[config.mk]
export PLATFORM = sky130hd
export DESIGN_NAME = pc_sequencer
export DESIGN_NICKNAME = d
export VERILOG_FILES = /design/src/rtl/pcseq_pkg.sv /design/src/rtl/pcseq_holdreg.sv /design/src/rtl/pcseq_retstack.sv /design/src/rtl/pcseq_ctrl.sv /design/src/rtl/pc_sequencer.sv
export SDC_FILE = /design/constraint.sdc
export NUM_CORES = 1
export LEC_CHECK = 0
export BUFFER_PORTS_ARGS = -buffer_cell sky130_fd_sc_hd__buf_4
export CAP_MARGIN = 20
export CELL_PAD_IN_SITES_DETAIL_PLACEMENT = 1
export CELL_PAD_IN_SITES_GLOBAL_PLACEMENT = 2
export CORE_MARGIN = 5
export CORE_UTILIZATION = 35
export CTS_CLUSTER_SIZE = 12
export DETAILED_ROUTE_END_ITERATION = 16
export HOLD_SLACK_MARGIN = 0.08
export PLACE_DENSITY_LB_ADDON = 0.25
export SKIP_CTS_REPAIR_TIMING = 1
export SYNTH_ARGS = -nofsm -noshare
export SYNTH_HDL_FRONTEND = slang
export SYNTH_SLANG_ARGS = --single-unit
[constraint.sdc]
create_clock -name clk -period 2.37 [get_ports clk]
set_input_delay 0.237 -clock clk [delete_from_list [all_inputs] [get_ports clk]]
set_output_delay 0.237 -clock clk [all_outputs]
set_load 0.05 [all_outputs]
[src/rtl/pcseq_pkg.sv]
package pcseq_pkg;

    localparam int OP_W = 4;

    typedef enum logic [OP_W-1:0] {
        OP_STEP   = 4'd0,
        OP_SETLO  = 4'd1,
        OP_ADDLO  = 4'd2,
        OP_BRANCH = 4'd3,
        OP_CALL   = 4'd4,
        OP_RET    = 4'd5,
        OP_RETLIT = 4'd6,
        OP_RETINT = 4'd7,
        OP_IRQ    = 4'd8
    } op_e;

    typedef enum logic [0:0] {
        ST_BOOT = 1'b0,
        ST_RUN  = 1'b1
    } seq_state_e;

endpackage

[src/rtl/pcseq_holdreg.sv]
module pcseq_holdreg #(
    parameter int HI_W = 5,
    parameter int RD_W = 8
) (
    input  logic            clk,
    input  logic            rst_n,
    input  logic            we_i,
    input  logic [RD_W-1:0] wdata_i,
    output logic [HI_W-1:0] hold_o,
    output logic [RD_W-1:0] rd_o
);
    localparam int PAD_W = RD_W - HI_W;

    logic [HI_W-1:0] hold_q;
    logic            unused_hi_bits;

    always_ff @(posedge clk or negedge rst_n) begin
        if (!rst_n) begin
            hold_q <= '0;
        end else if (we_i) begin
            hold_q <= wdata_i[HI_W-1:0];
        end
    end

    generate
        if (PAD_W > 0) begin : g_pad
            assign rd_o           = {{PAD_W{1'b0}}, hold_q};
            assign unused_hi_bits = ^wdata_i[RD_W-1:HI_W];
        end else begin : g_nopad
            assign rd_o           = hold_q[RD_W-1:0];
            assign unused_hi_bits = 1'b0;
        end
    endgenerate

    assign hold_o = hold_q;

    // without a write the holding value does not move
    p_hold_stable_r10: assert property (@(posedge clk) disable iff (!rst_n)
        !we_i |=> $stable(hold_q));

    // a write lands on the next edge
    p_hold_load_r10: assert property (@(posedge clk) disable iff (!rst_n)
        we_i |=> hold_q == $past(wdata_i[HI_W-1:0]));

endmodule

[src/rtl/pcseq_retstack.sv]
module pcseq_retstack #(
    parameter int DEPTH = 8,
    parameter int W     = 13
) (
    input  logic         clk,
    input  logic         rst_n,
    input  logic         push_i,
    input  logic         pop_i,
    input  logic [W-1:0] wdata_i,
    output logic [W-1:0] top_o
);
    localparam int PTR_W = (DEPTH > 1) ? $clog2(DEPTH) : 1;
    localparam logic [PTR_W-1:0] LAST = PTR_W'(DEPTH - 1);

    logic [W-1:0]     ent_q [DEPTH];
    logic [PTR_W-1:0] ptr_q;
    logic [PTR_W-1:0] ptr_up;
    logic [PTR_W-1:0] ptr_dn;

    // wrap explicitly so a depth that is not a power of two still cycles
    assign ptr_up = (ptr_q == LAST) ? '0 : ptr_q + 1'b1;
    assign ptr_dn = (ptr_q == '0) ? LAST : ptr_q - 1'b1;

    always_ff @(posedge clk or negedge rst_n) begin
        if (!rst_n) begin
            ptr_q <= '0;
        end else if (push_i) begin
            ptr_q <= ptr_up;
        end else if (pop_i) begin
            ptr_q <= ptr_dn;
        end
    end

    always_ff @(posedge clk or negedge rst_n) begin
        if (!rst_n) begin
            for (int i = 0; i < DEPTH; i++) begin
                ent_q[i] <= '0;
            end
        end else if (push_i) begin
            for (int i = 0; i < DEPTH; i++) begin
                if (ptr_q == PTR_W'(i)) begin
                    ent_q[i] <= wdata_i;
                end
            end
        end
    end

    // most recent entry sits just below the pointer
    assign top_o = ent_q[ptr_dn];

    // the decoder never asks for both at once
    p_push_pop_excl_r6: assert property (@(posedge clk) disable iff (!rst_n)
        !(push_i && pop_i));

    // every push advances the pointer by one, wrapping silently
    p_push_wrap_r9: assert property (@(posedge clk) disable iff (!rst_n)
        push_i |=> int'(ptr_q) == (int'($past(ptr_q)) + 1) % DEPTH);

    // every pop retreats the pointer by one, wrapping silently
    p_pop_wrap_r8: assert property (@(posedge clk) disable iff (!rst_n)
        (pop_i && !push_i) |=> int'(ptr_q) == (int'($past(ptr_q)) + DEPTH - 1) % DEPTH);

    // a value just pushed is the one a pop would read next
    p_push_top_r6: assert property (@(posedge clk) disable iff (!rst_n)
        push_i |=> top_o == $past(wdata_i));

endmodule

[src/rtl/pcseq_ctrl.sv]
module pcseq_ctrl
    import pcseq_pkg::*;
#(
    parameter int PC_W    = 13,
    parameter int LO_W    = 8,
    parameter int LIT_W   = 11,
    parameter int IRQ_VEC = 4
) (
    input  logic             clk,
    input  logic             rst_n,
    input  logic [OP_W-1:0]  op_i,
    input  logic [LIT_W-1:0] lit_i,
    input  logic [LO_W-1:0]  wdata_i,
    input  logic [PC_W-LO_W-1:0] hold_i,
    input  logic [PC_W-1:0]  pop_data_i,
    output logic             push_o,
    output logic             pop_o,
    output logic [PC_W-1:0]  push_data_o,
    output logic [PC_W-1:0]  pc_o
);
    localparam int HI_W  = PC_W - LO_W;
    localparam int BHI_W = PC_W - LIT_W;
    localparam logic [PC_W-1:0] VEC = PC_W'(IRQ_VEC);

    seq_state_e      st_q, st_n;
    logic [PC_W-1:0] pc_q, pc_n;
    logic [PC_W-1:0] pc_inc;
    logic [LO_W-1:0] lo_sum;
    logic [PC_W-1:0] br_tgt;

    assign pc_inc = pc_q + 1'b1;
    assign lo_sum = pc_q[LO_W-1:0] + wdata_i;
    assign br_tgt = {hold_i[HI_W-1 -: BHI_W], lit_i};

    // state register
    always_ff @(posedge clk or negedge rst_n) begin
        if (!rst_n) begin
            st_q <= ST_BOOT;
            pc_q <= '0;
        end else begin
            st_q <= st_n;
            pc_q <= pc_n;
        end
    end

    // next state and outputs
    always_comb begin
        st_n        = st_q;
        pc_n        = pc_q;
        push_o      = 1'b0;
        pop_o       = 1'b0;
        push_data_o = pc_inc;
        unique case (st_q)
            ST_BOOT: begin
                st_n = ST_RUN;
            end
            ST_RUN: begin
                st_n = ST_RUN;
                case (op_i)
                    OP_SETLO:  pc_n = {hold_i, wdata_i};
                    OP_ADDLO:  pc_n = {hold_i, lo_sum};
                    OP_BRANCH: pc_n = br_tgt;
                    OP_CALL: begin
                        push_o      = 1'b1;
                        push_data_o = pc_inc;
                        pc_n        = br_tgt;
                    end
                    OP_RET, OP_RETLIT, OP_RETINT: begin
                        pop_o = 1'b1;
                        pc_n  = pop_data_i;
                    end
                    OP_IRQ: begin
                        push_o      = 1'b1;
                        push_data_o = pc_q;
                        pc_n        = VEC;
                    end
                    default:   pc_n = pc_inc;
                endcase
            end
            default: st_n = ST_BOOT;
        endcase
    end

    assign pc_o = pc_q;

    // BOOT always shows address zero
    p_boot_zero_r1: assert property (@(posedge clk) disable iff (!rst_n)
        st_q == ST_BOOT |-> pc_q == '0);

    // step moves the counter on by exactly one, modulo the width
    p_step_r2: assert property (@(posedge clk) disable iff (!rst_n)
        (st_q == ST_RUN && op_i == OP_STEP) |=> pc_q == PC_W'($past(pc_q) + 1'b1));

    // set-low places the written byte in the low bits
    p_setlo_r3: assert property (@(posedge clk) disable iff (!rst_n)
        (st_q == ST_RUN && op_i == OP_SETLO) |=> pc_q[LO_W-1:0] == $past(wdata_i));

    // branch and call take the literal for the lower bits
    p_branch_r5: assert property (@(posedge clk) disable iff (!rst_n)
        (st_q == ST_RUN && (op_i == OP_BRANCH || op_i == OP_CALL))
        |=> pc_q[LIT_W-1:0] == $past(lit_i));

    // interrupt lands on the vector
    p_irq_vec_r7: assert property (@(posedge clk) disable iff (!rst_n)
        (st_q == ST_RUN && op_i == OP_IRQ) |=> pc_q == VEC);

    // any return restores what the stack held
    p_ret_r8: assert property (@(posedge clk) disable iff (!rst_n)
        pop_o |=> pc_q == $past(pop_data_i));

endmodule

[src/rtl/pc_sequencer.sv]
module pc_sequencer
    import pcseq_pkg::*;
#(
    parameter int PC_W    = 13,
    parameter int LO_W    = 8,
    parameter int LIT_W   = 11,
    parameter int DEPTH   = 8,
    parameter int IRQ_VEC = 4
) (
    input  logic             clk,
    input  logic             rst_n,
    input  logic [OP_W-1:0]  op_i,
    input  logic [LIT_W-1:0] lit_i,
    input  logic [LO_W-1:0]  wdata_i,
    input  logic             hi_we_i,
    input  logic [LO_W-1:0]  hi_wdata_i,
    output logic [PC_W-1:0]  pc_o,
    output logic [LO_W-1:0]  pcl_o,
    output logic [LO_W-1:0]  hi_rd_o
);
    localparam int HI_W = PC_W - LO_W;

    logic [HI_W-1:0] hold;
    logic            push, pop;
    logic [PC_W-1:0] push_data, pop_data;
    logic [PC_W-1:0] pc;

    pcseq_holdreg #(
        .HI_W (HI_W),
        .RD_W (LO_W)
    ) u_hold (
        .clk     (clk),
        .rst_n   (rst_n),
        .we_i    (hi_we_i),
        .wdata_i (hi_wdata_i),
        .hold_o  (hold),
        .rd_o    (hi_rd_o)
    );

    pcseq_retstack #(
        .DEPTH (DEPTH),
        .W     (PC_W)
    ) u_stack (
        .clk     (clk),
        .rst_n   (rst_n),
        .push_i  (push),
        .pop_i   (pop),
        .wdata_i (push_data),
        .top_o   (pop_data)
    );

    pcseq_ctrl #(
        .PC_W    (PC_W),
        .LO_W    (LO_W),
        .LIT_W   (LIT_W),
        .IRQ_VEC (IRQ_VEC)
    ) u_ctrl (
        .clk         (clk),
        .rst_n       (rst_n),
        .op_i        (op_i),
        .lit_i       (lit_i),
        .wdata_i     (wdata_i),
        .hold_i      (hold),
        .pop_data_i  (pop_data),
        .push_o      (push),
        .pop_o       (pop),
        .push_data_o (push_data),
        .pc_o        (pc)
    );

    assign pc_o  = pc;
    assign pcl_o = pc[LO_W-1:0];

    // stack traffic leaves the holding register alone
    p_stack_keeps_hold_r8: assert property (@(posedge clk) disable iff (!rst_n)
        ((push || pop) && !hi_we_i) |=> $stable(hi_rd_o));

endmodule

Yosys cells after proc, flatten, opt, wreduce, memory -nomap -nowiden --
Index checks and enable logic that the tools add are counted.
Storage, ports and cells: register bits after elaboration 126, output and inout bits 29, bits of input ports 34, word-level logic and storage cells 60
Cells by class: add/subtract/negate cells 4, $lt $le $gt $ge 1, bitwise logic cells 1, multiplexer cells 14, eq/ne operators 15, reductions and logical operators 13
Operators by type and width (count):
- 13-bit one-hot mux with 5 select lines | 1
- 13-bit two-way mux | 4
- 13-bit binary-select mux with 3-bit select | 1
- 4-bit by 3-bit equality test with 1-bit output, second input constant | 4
- 2-bit AND reduction | 8
- 13-bit by 1-bit adder with 13-bit output, second input constant | 1
- 3-bit equality test, second input constant | 4
- 3-bit two-way mux | 4
- 8-bit adder | 1
- 4-bit by 2-bit equality test with 1-bit output, second input constant | 2
- 3-bit by 2-bit equality test with 1-bit output, second input constant | 2
- 4-bit by 1-bit equality test with 1-bit output, second input constant | 1
- 4-bit equality test, second input constant | 1
- 4-bit >= comparator, second input constant | 1
- 1-bit two-way mux | 4
- 3-bit NOT with 4-bit output | 1
- 2-bit OR reduction | 2
- 3-bit by 1-bit adder with 3-bit output, second input constant | 1
- 3-bit by 1-bit equality test with 1-bit output, second input constant | 1
- 3-bit zero test | 1
- 3-bit OR reduction | 1
- 3-bit by 1-bit subtractor with 3-bit output, second input constant | 1
- 2-bit nonzero test | 1

Longest topological paths before layout --
depth in word-level cells 7, depth in mapped cells 9, depth with buffers taken out 8

Modules after synthesis --
From an unflattened synthesis, not the netlist that was laid out.
Unflattened totals: cells, all modules 695, area, all modules 7547.2 um^2
Modules (own cells, without submodules):
- pcseq_retstack | area an instance 5261.3 um^2, instances 1, cells an instance 395, sequential area each 2677.6 um^2
- pcseq_ctrl | area an instance 1980.6 um^2, instances 1, cells an instance 273, sequential area each 350.3 um^2
- pcseq_holdreg | area an instance 245.2 um^2, instances 1, cells an instance 19, sequential area each 125.1 um^2
- pc_sequencer | area an instance 60.1 um^2, instances 1, cells an instance 8, sequential area each 0.0 um^2

Worst setup path after synthesis --
No wires, ideal clock.
path type register to register, start register u_ctrl.pc_q[0], in the netlist u_ctrl.pc_o[0], end register u_ctrl.pc_q[4], in the netlist u_ctrl.pc_o[4], setup time 0.131 ns, arrival 2.312 ns, path buffers 0, slack -0.072 ns, clock period less this slack 2.442 ns, data required time 2.239 ns, stages on the path, launching flop included 9, path through dfrtp_1 ha_1 fa_1 a21o_1 a21oi_1 xnor2_1 a221o_1 a221oi_1 a21oi_1
Between the ends: longest elaborated chain between the ends 2, elaborated cells between the ends (all ways) 3, those cells by class 2 x add/sub; 1 x mux
Ends and longest elaborated chain:
- from (decl) | line pcseq_ctrl.sv:26 | logic [PC_W-1:0] pc_q, pc_n;
- from (signal assigned) | line pcseq_ctrl.sv:42 | pc_q <= pc_n;
- 13-bit by 1-bit adder with 13-bit output or 8-bit adder (tied branches) | line pcseq_ctrl.sv:31, pcseq_ctrl.sv:32
- 13-bit one-hot mux with 5 select lines (*) | line pcseq_ctrl.sv:59 | case (op_i)
Every way passes the cells marked *; elsewhere a longest branch is shown, timed or not. A chain may end at the register's enable or synchronous reset.

Worst setup path in the final report --
start register u_stack.ptr_q[2], end register u_ctrl.pc_q[7], in the netlist u_ctrl.pc_o[7]
Between the ends: longest elaborated chain between the ends 7, elaborated cells between the ends (all ways) 8, those cells by class 1 x add/sub; 5 x mux; 1 x bitwise; 1 x reduce/logical
Ends and longest elaborated chain:
- from (decl) | line pcseq_retstack.sv:16 | logic [PTR_W-1:0] ptr_q;
- from (signal assigned) | line pcseq_retstack.sv:28 | ptr_q <= ptr_up;
- from (signal assigned) | line pcseq_retstack.sv:30 | ptr_q <= ptr_dn;
- 3-bit by 1-bit subtractor with 3-bit output or 3-bit zero test (tied branches) | line pcseq_retstack.sv:22 | assign ptr_dn = (ptr_q == '0) ? LAST : ptr_q - 1'b1;
- 3-bit two-way mux (*) | line pcseq_retstack.sv:22
- 3-bit NOT with 4-bit output (implied by the code) (*) | line pcseq_retstack.sv:49 | assign top_o = ent_q[ptr_dn];
- 13-bit binary-select mux with 3-bit select (*) | line pcseq_retstack.sv:49
- 13-bit two-way mux (implied by the code) (*) (2 in a row) | line pcseq_retstack.sv:49
- 13-bit one-hot mux with 5 select lines (*) | line pcseq_ctrl.sv:59
Every way passes the cells marked *; elsewhere a longest branch is shown, timed or not. The select of a mux whose other input is x is not followed.

==> results summary <==
The flow ran to the end, and the final reports show no timing, DRC or antenna violations. The post-placement cell area came out at 7515 um2. The biggest area consumer among synthesized cells is dfrtp_1. The total negative setup slack is 0 ns. The cell that appears most often on the critical path is buf_12. Counting I/O delays and the setup requirement, the final critical path takes 2.241 ns. The number of antenna diodes is 0.

The path type of the worst min-delay path is primary input to flip-flop. The most frequently used cell type in the post-synthesis netlist is nand2_1. The fraction of power consumed by sequential logic came out at 32.8%.

Between clock sinks in the finished design, the worst skew comes to 0.01009 ns. The power density over the cells is 1257 nW/um2. The number of synthesized register bits is 126. Traced cell by cell, the critical path runs through inv_2 > a21o_1 > buf_12 > buf_12 > mux4_2 > a22o_1 > a211oi_1 > a22oi_1. The worst setup path is captured at a flip-flop. The detailed-route via count is 5282. Based on the critical path, the design can be clocked at up to 446.3 MHz. The full die area came out at 21550 um2. Clock-pin slew was measured on the worst setup and hold paths at 0.06 ns. The final-layout fill cell count is 2076. The post-route met1 wirelength came out at 8.966 mm.

The met2 layer wire length in the routed design is 10.18 mm. The die is 146.8 um tall. Among all stages on the critical path, the largest delay is contributed by dfrtp_1. The critical path contains buffers and inverters numbering 3 combined.

The maximum buffer depth of the clock tree is 2. The portion of total power attributed to the clock network came out at 26.8%. The later pin in the worst-skew pair is clocked with a latency of 0.42 ns.

The net switching component of the power is 3.744 mW. Prior to clock tree synthesis, the placed netlist has a worst setup slack of -0.03833 ns. The fraction of layout instances using a drive strength above 1 is 25.07%. Setup repair after global routing left no endpoint under its margin.

Global routing consumed, over all layers together, 19.32% of the routing resources. The worst setup path is launched from a flip-flop. The mean number of vias per cell came out at 5.346. The share of the Yosys chip area taken by registers is 48.13%.

The worst setup path is of the flip-flop to flip-flop kind. The net count reported at finish is 791. The count of flip-flops with a built-in enable after synthesis came out at 0. Cell internal power was estimated by the tool at 6.625 mW. The flip-flop and latch area is 3156 um2. The number of different library cells used by synthesis comes to 52. The multi-input gate area in the final layout is 3176 um2. In the detailed route, the total length drawn on met3 is 726 um. Max-cap violations in this run came to 0. The first-pass GRT wire length came out at 32.46 mm. The final critical path takes up 94.54% of the cycle. The number of buffers added on ports came out at 56.

The peak supply drop came out at 0.6166 mV. The startpoint of the worst setup timing path is u_stack.ptr_q[2]. The cell type group with the largest total delay on the critical path is compound AO/OA/AOI/OAI gates. The area of the core came out at 18580 um2. The number of global-route vias before repair is 5745. Headroom to the max-slew limit came out at 42.93%. The delay of the slowest cell on the worst path came out at 0.57 ns. The maximum fanout along the worst path is 9. The HPWL after detailed placement came out at 15.09 mm.

After synthesis, the cell types taking the most area are dfrtp_1 48%, mux4_2 8.9%, o21ai_0 8.9%. The switching power share of the total is 36.11%. The beginning of the worst hold path is lit_i[10]. The first detailed-routing pass took 4 iterations.

STA puts the critical path data required time at 2.66 ns. During I/O placement, the number of pins put on the boundary was 63. The detailed router used layers up to and including met4. The worst register-to-register path begins at u_stack.ptr_q[2].

In this run the remaining antenna-violating nets after routing total 0. The number of synthesis warnings is 0. The post-layout worst setup margin came out at 0.1293 ns. CTS built an H-tree with a depth of 4.

The leakage power summed over all cells is 3.654 nW. The floorplan step set the die width to 146.8 um. By count the netlist is led by 136 x nand2_1, 126 x dfrtp_1, 117 x o21ai_0.

For this configuration, the core starts out at a cell density of 35.26%. The cell count after synthesis came out at 653. The worst hold-check slack is 0.1078 ns. The DRC violation total after the first TritonRoute iteration is 258. The final routed DRC violation total came out at 0. In this run the mean area of a mapped cell was 10.03 um2. The final standard cell area without fillers came out at 8249 um2. The final weighted congestion in routability-driven placement came out at 0.8887. The tree built by TritonCTS fans out to 126 sinks.

The synthesis-to-layout area growth came out at 25.92%. The post-synthesis instance area is 6551 um2. The number of pins exceeding their max-slew limit in the final report is 0. The most used flip-flop cell after synthesis is dfrtp_1.

After global routing the overflow that remains totals 0. The number of hold violations in the final report is 0. The initial antenna violation count is 0. The largest net degree at the start of global routing came out at 46. The area share of the leading cell type in the synthesized netlist came out at 48.13%.

The number of clock buffers inserted by TritonCTS came out at 17. Dividing the detail-routed wire length by the instance count gives 20.52 um. At the pin with the least slew margin, the transition time is 0.8471 ns. Counting flops with an async set or reset pin after synthesis yields a share of 100.0%. TritonCTS built the clock tree. The root buffer cell is clkbuf_16. The total wire length after detailed routing is 20.27 mm. Combinational cells account for 40.3% of the total power. The final setup violation count is 0.

The site row count is 50. Data arrives at the worst endpoint at 2.53 ns. After layout, the design draws a total of 10.37 mW.
## layout make-up
class	count	area share, %
clock inverters	13	2.275
repair buffers	115	11.71
clock buffers	19	5.369
well taps	234	3.549
flip-flops and latches	126	38.25
inverters	7	0.3489
multi-input cells	474	38.50
## worst min-delay path, cell delays in order
cell,delay (ns)
buf_4,0.11
nand2_1,0.05
a41oi_1,0.10
## state kept, by name, indices dropped and copies added, names as in the netlist
name	cells
u_hold.hold_o	5
u_ctrl.st_q	1
u_ctrl.pc_o	13
u_stack.ent_q	104
u_stack.ptr_q	3
## cell usage in the layout, fill, tap and decap left out, types with 5 or more instances in the layout
| master | n |
|---|---|
| a31oi_1 | 6 |
| dlygate4sd3_1 | 6 |
| dfrtp_1 | 124 |
| nand2_1 | 136 |
| ha_1 | 13 |
| mux4_2 | 26 |
| nor2_1 | 20 |
| buf_12 | 7 |
| nor2b_1 | 5 |
| xnor2_1 | 14 |
| buf_4 | 102 |
| nand3_1 | 13 |
| o21ai_0 | 117 |
| a221oi_1 | 9 |
| a22oi_1 | 5 |
| nor3_1 | 5 |
| mux2_2 | 6 |
| clkbuf_16 | 17 |
| a21oi_1 | 21 |
| a21o_1 | 5 |
| xor2_1 | 12 |
| nand2b_1 | 6 |
## logic make-up (layout without fill, tap and decap cells)
logic type	after synthesis	after routing	share of synthesized area (%)
compound gates	188	188	16.54
mux	35	35	10.43
fa+ha+maj	16	16	3.170
flops	126	126	48.13
xor+xnor	28	28	3.858
other cells	2	4	0.1146
simple gates	203	203	13.52
buf+inv	55	154	4.240
## metrics by stage
| step | std cells | utilization, % |
|---|---|---|
| 5_1_grt | 988 | 44.40 |
| 4_1_cts | 982 | 43.84 |
| 3_5_place_dp | 950 | 40.44 |
| 6_report | 988 | 44.40 |
| 3_3_place_gp | 950 | 40.44 |
| 2_1_floorplan | 655 | - |
## per-layer routing
metal	up-vias	global-route usage (%)
met5	-	0
met4	0	5.644
met3	19	4.102
met2	102	33.05
met1	2681	24.72
li1	2480	-
## power groups by stage
stage / sequential (mW) / clock (mW) / combinational [mW]
final: 3.41 / 2.78 / 4.18
after global routing: 3.50 / 2.92 / 4.55
after CTS: 3.40 / 2.83 / 4.17
after detailed placement: 3.43 / 0 / 4.14
after global placement: 3.35 / 0 / 4.03
after floorplan: 3.46 / 0 / 2.48
## worst paths after layout
path	cells after the start	to	slack [ns]
min in group asynchronous	2	u_stack.ent_q[52]	0.40
setup reg to reg	8	u_ctrl.pc_o[7]	0.13
setup / recovery	8	u_ctrl.pc_o[7]	0.13
hold / removal	3	u_ctrl.pc_o[10]	0.11
max in group asynchronous	3	u_stack.ent_q[72]	1.30
hold reg to reg	2	u_stack.ent_q[53]	0.48
Power figures use the tool's default switching activity.
